==> config.mk <==
export PLATFORM = sky130hd
export DESIGN_NAME = ipv4_dst_match
export DESIGN_NICKNAME = d
export VERILOG_FILES = /design/src/rtl/ipdm_pkg.sv /design/src/rtl/ipdm_tracker.sv /design/src/rtl/ipdm_capture.sv /design/src/rtl/ipdm_compare.sv /design/src/rtl/ipv4_dst_match.sv
export SDC_FILE = /design/constraint.sdc
export NUM_CORES = 1
export LEC_CHECK = 0
export CORE_AREA = 2 2 82 84
export DETAILED_ROUTE_END_ITERATION = 16
export DIE_AREA = 0 0 84 86
export PLACE_DENSITY = 0.81
export SLEW_MARGIN = 25
export SYNTH_ARGS = -nofsm -noshare
export SYNTH_HDL_FRONTEND = slang
export SYNTH_SLANG_ARGS = --single-unit
export TNS_END_PERCENT = 30
==> constraint.sdc <==
create_clock -name clk -period 1.3 [get_ports clk]
set_input_delay 0.13 -clock clk [delete_from_list [all_inputs] [get_ports clk]]
set_output_delay 0.13 -clock clk [all_outputs]
set_load 0.005 [all_outputs]
==> src/rtl/ipdm_pkg.sv <==
package ipdm_pkg;
    typedef enum logic [1:0] {
        ST_IDLE,
        ST_COUNT,
        ST_LOWER,
        ST_HOLD
    } trk_state_t;
endpackage

==> src/rtl/ipdm_tracker.sv <==
module ipdm_tracker
    import ipdm_pkg::*;
#(
    parameter int HI_WORD = 4
) (
    input  logic clk,
    input  logic rst_n,
    input  logic in_valid,
    input  logic in_sop,
    output logic take_hi,
    output logic take_lo
);
    localparam int POS_W = $clog2(HI_WORD + 1) + 1;

    trk_state_t       state_q, state_n;
    logic [POS_W-1:0] pos_q, pos_n;
    logic             start, beat;

    assign start = in_valid && in_sop;
    assign beat  = in_valid && !in_sop;

    // state register
    always_ff @(posedge clk) begin
        if (!rst_n) begin
            state_q <= ST_IDLE;
            pos_q   <= '0;
        end else begin
            state_q <= state_n;
            pos_q   <= pos_n;
        end
    end

    // next state
    always_comb begin
        state_n = state_q;
        pos_n   = pos_q;
        if (start) begin
            state_n = ST_COUNT;
            pos_n   = POS_W'(1);
        end else if (beat) begin
            unique case (state_q)
                ST_IDLE:  state_n = ST_IDLE;
                ST_COUNT: begin
                    if (pos_q == POS_W'(HI_WORD)) state_n = ST_LOWER;
                    else                          pos_n   = pos_q + POS_W'(1);
                end
                ST_LOWER: state_n = ST_HOLD;
                ST_HOLD:  state_n = ST_HOLD;
                default:  state_n = ST_IDLE;
            endcase
        end
    end

    // outputs
    always_comb begin
        take_hi = beat && (state_q == ST_COUNT) && (pos_q == POS_W'(HI_WORD));
        take_lo = beat && (state_q == ST_LOWER);
    end


    stall_hold_chk: assert property (@(posedge clk) disable iff (!rst_n)
        !in_valid |=> ($stable(pos_q) && $stable(state_q)));


    restart_chk: assert property (@(posedge clk) disable iff (!rst_n)
        start |=> (state_q == ST_COUNT && pos_q == POS_W'(1)));


    take_excl_chk: assert property (@(posedge clk) disable iff (!rst_n)
        !(take_hi && take_lo));
endmodule

==> src/rtl/ipdm_capture.sv <==
module ipdm_capture #(
    parameter int DATA_W = 64,
    parameter int ADDR_W = 32
) (
    input  logic              clk,
    input  logic              rst_n,
    input  logic [DATA_W-1:0] in_data,
    input  logic              take_hi,
    input  logic              take_lo,
    output logic [ADDR_W-1:0] cand_addr,
    output logic [ADDR_W-1:0] dst_addr,
    output logic              addr_valid
);
    localparam int HALF_W = ADDR_W / 2;

    logic [HALF_W-1:0] hi_q;

    assign cand_addr = {hi_q, in_data[DATA_W-1 -: HALF_W]};

    always_ff @(posedge clk) begin
        if (!rst_n) begin
            hi_q       <= '0;
            dst_addr   <= '0;
            addr_valid <= 1'b0;
        end else begin
            if (take_hi) hi_q <= in_data[HALF_W-1:0];
            if (take_lo) dst_addr <= cand_addr;
            addr_valid <= take_lo;
        end
    end


    addr_hold_chk: assert property (@(posedge clk) disable iff (!rst_n)
        !addr_valid |-> $stable(dst_addr));


    strobe_pulse_chk: assert property (@(posedge clk) disable iff (!rst_n)
        addr_valid |=> !addr_valid);
endmodule

==> src/rtl/ipdm_compare.sv <==
module ipdm_compare #(
    parameter int          ADDR_W = 32,
    parameter logic [31:0] TARGET = 32'h8D8E0202
) (
    input  logic              clk,
    input  logic              rst_n,
    input  logic              take_lo,
    input  logic [ADDR_W-1:0] cand_addr,
    output logic              addr_match
);
    always_ff @(posedge clk) begin
        if (!rst_n) addr_match <= 1'b0;
        else        addr_match <= take_lo && (cand_addr == ADDR_W'(TARGET));
    end
endmodule

==> src/rtl/ipv4_dst_match.sv <==
module ipv4_dst_match #(
    parameter int          DATA_W  = 64,
    parameter int          ADDR_W  = 32,
    parameter int          HI_WORD = 4,
    parameter logic [31:0] TARGET  = 32'h8D8E0202
) (
    input  logic              clk,
    input  logic              rst_n,
    input  logic [DATA_W-1:0] in_data,
    input  logic              in_valid,
    input  logic              in_sop,
    output logic [ADDR_W-1:0] dst_addr,
    output logic              addr_valid,
    output logic              addr_match
);
    logic              take_hi, take_lo;
    logic [ADDR_W-1:0] cand_addr;

    ipdm_tracker #(.HI_WORD(HI_WORD)) u_trk (
        .clk(clk), .rst_n(rst_n), .in_valid(in_valid), .in_sop(in_sop),
        .take_hi(take_hi), .take_lo(take_lo)
    );

    ipdm_capture #(.DATA_W(DATA_W), .ADDR_W(ADDR_W)) u_cap (
        .clk(clk), .rst_n(rst_n), .in_data(in_data),
        .take_hi(take_hi), .take_lo(take_lo), .cand_addr(cand_addr),
        .dst_addr(dst_addr), .addr_valid(addr_valid)
    );

    ipdm_compare #(.ADDR_W(ADDR_W), .TARGET(TARGET)) u_cmp (
        .clk(clk), .rst_n(rst_n), .take_lo(take_lo),
        .cand_addr(cand_addr), .addr_match(addr_match)
    );


    match_needs_strobe_chk: assert property (@(posedge clk) disable iff (!rst_n)
        addr_match |-> addr_valid);


    match_value_chk: assert property (@(posedge clk) disable iff (!rst_n)
        addr_match |-> (dst_addr == ADDR_W'(TARGET)));


    strobe_source_chk: assert property (@(posedge clk) disable iff (!rst_n)
        addr_valid |-> ($past(in_valid) && !$past(in_sop)));
endmodule

==> reports/results.ini <==
[clock_tree]
cts_tree=yes
clk_latency_ns=0.31
cts-root-buf=clkbuf_8
cts-htree-levels=2
hold_buffers=0
clk_pin_slew_ns=0.09
clock_path_buffers=2
cts_made_buffers=5
cts_sinks=56

[placement]
place_ws_ns=-0.204
dp_hpwl_mm=4.25
numPortBuffers=69
dp_cells=422
place_area_um2=3150
routabilityCongestion=0.837

[finish]
nNetsFinal=422
multi_input_comb_area_um2=1020
stdcell_area_um2=3410
fill_cells=564
ff_latch_area_um2=1160
layout.cells.non_filler=429
post-route-util=0.543
syn2layout_area_growth_pct=50.1
antennaDiodeCount=0
drive_gt1_frac=0.205

[power]
power.switching_mw=0.654
intPower_mw=2.62
seqPwrFrac=0.527
switching_share=0.200
ir_drop_uv=559
p_leak_nw=1.56
pwr-share-clk=0.399
p_per_area_nw_per_um2=962
p_comb_frac=0.074
total_power_mw=3.28

[synthesis]
seq_area_frac_synth=0.494
synth_top_area_cell=dfxtp_1
synth.top_cells.by_area=dfxtp_1 49%, a21oi_1 11%, nand2_1 11%, o21ai_0 4.0%, nand3_1 3.7%
async_flop_share=0
synth.distinct_cells=34
ys.flop_type=dfxtp_1
synth_cells=273
ys_ff_latch=56
syn_nets=343
yosysMostFrequentCell=nand2_1
syn-cell-area_um2=2270
yosys-top-cells-count=67 x nand2_1, 56 x dfxtp_1, 51 x a21oi_1
syn_area_per_cell_um2=8.31
synth_warnings=0
synth_edf_count=0
netlist.area_leader.share=0.494

[global_routing]
grt_pass1_wl_mm=9.27
grt_pass1_vias=2025
grtUsageTotal=0.158
antenna_found_initial=0
grt_overflow=0
grt_start_max_net_pins=33

[floorplanning]
io_pins=102
initial_core_util=0.362
die_w_um=84
core_area_um2=6280
fp-row-count=29
die_y_um=86
die-area_um2=7220

[sta]
slew_viol_final=0
fmax_mhz=783
hold_viol_final=0
setup_viol=0
holdWs_ns=0.248
finalSetupTns_ns=0
finClkSkew_ns=0.00573
min_period_ns=1.28
timing.final.crit_share=0.983
max-slew-margin-rel=0.747
tightestPinTransition_ns=0.376
rsz0062_at_grt=yes
fin_ws_ns=0.0223

[setup_path]
rr_endpoint=u_trk.pos_q[0]
startpoint=u_trk.pos_q[0]
crit_path_end=u_trk.pos_q[0]
crit_path_end_kind=flop
critPathMaxFanout=6
r2r_cells=5
r2r_slack_ns=0.02
critPathRequiredTime_ns=1.49
crit_path_start_kind=flop
r2r_start=u_trk.pos_q[0]
critical_path_class=flop to flop
worstPathArrival_ns=1.47

[detailed_routing]
viasPerCell=5.03
vias=2158
drc_errors=0
wl_per_cell_um=13.5
dr.pass1.iters=6
drt_iter0_drc=124
ant_nets=0
wirelength_mm=5.81

[outcome]
outcome=complete, no violations

[run]
cap_violations=0

[hold_path]
hold_depth=3
hold_class=primary input to flop

==> how the worst min path moves through the flow <==
stage	startpoint	end	slack, ns
6_report	in_sop	u_trk.pos_q[0]	0.25
5_1_grt	in_sop	u_trk.pos_q[0]	0.26
4_1_cts	in_data[7]	u_cap.hi_q[7]	0.36
3_5_place_dp	u_cap.dst_addr[7]	u_cap.dst_addr[7]	0.45
3_3_place_gp	u_cap.dst_addr[9]	u_cap.dst_addr[9]	0.44
2_1_floorplan	rst_n	u_cap.addr_valid	0.23
==> cells in the final DEF, fill, tap and decap left out, types with 2 or more instances in the layout <==
cell type,Yosys,routed
a21oi_1,51,50
a31oi_1,3,3
and4bb_1,2,2
buf_12,0,4
buf_4,2,19
bufinv_16,0,2
clkbuf_8,0,5
clkdlybuf4s50_1,0,44
dfxtp_1,56,26
dfxtp_2,0,30
dlygate4sd2_1,0,4
dlymetal6s2s_1,0,21
inv_1,6,4
inv_2,0,2
nand2_1,67,67
nand3_1,17,17
nand3b_1,2,2
nand4_1,3,3
nand4bb_1,2,2
nor2_1,2,2
nor4_1,2,2
nor4b_1,3,3
o211ai_1,2,2
o21ai_0,18,2
o21ai_1,0,14
o21ai_2,0,2
==> power by group through the flow <==
stage / clock, mW / sequential (mW) / combinational (mW)
after CTS: 1.33 / 1.73 / 0.234
after detailed placement: 0 / 1.77 / 0.227
after floorplan: 0 / 1.77 / 0.0653
final: 1.31 / 1.73 / 0.242
after global placement: 0 / 1.76 / 0.224
after global routing: 1.39 / 1.73 / 0.259
==> per-layer routing <==
layer / routed length (um) / share of wire / track usage
met5: 0 / 0 / 0
met3: 294 / 0.051 / 0.0375
met2: 2660 / 0.46 / 0.252
met4: 85 / 0.015 / 0.0484
met1: 2770 / 0.48 / 0.213
==> critical path: stages, from the launching register on <==
cell and delay [ns]:
dfxtp_2 0.34, inv_2 0.04, ha_4 0.15, and3b_2 0.27, o211ai_1 0.24, o41ai_2 0.11
==> layout make-up <==
cell class,count,share of cell area
Inverter,7,0.00771
Tap cell,77,0.0283
Sequential cell,56,0.340
Clock inverter,2,0.0176
Timing Repair Buffer,93,0.285
Multi-Input combinational cell,189,0.301
Clock buffer,5,0.0202
==> registers in the layout, indices dropped and copies added (netlist names) <==
signal	count
u_cap.addr_valid	1
u_cap.dst_addr	32
u_cmp.addr_match	1
u_trk.pos_q	4
u_trk.state_q	2
u_cap.hi_q	16
==> timing repair <==
item / in CTS / in global routing
resized for setup: 33 / 48
setup endpoints to repair: 28 / 51
setup buffers: 1 / 0
pin swaps: 5 / 3
==> kinds of logic after synthesis <==
| family | synth area share |
|---|---|
| adders and majority gates | 0.0110 |
| DFF | 0.494 |
| AOI/OAI and AO/OA | 0.182 |
| buffers and inverters | 0.0706 |
| and+or+nand+nor | 0.243 |
Power figures use the tool's default switching activity.
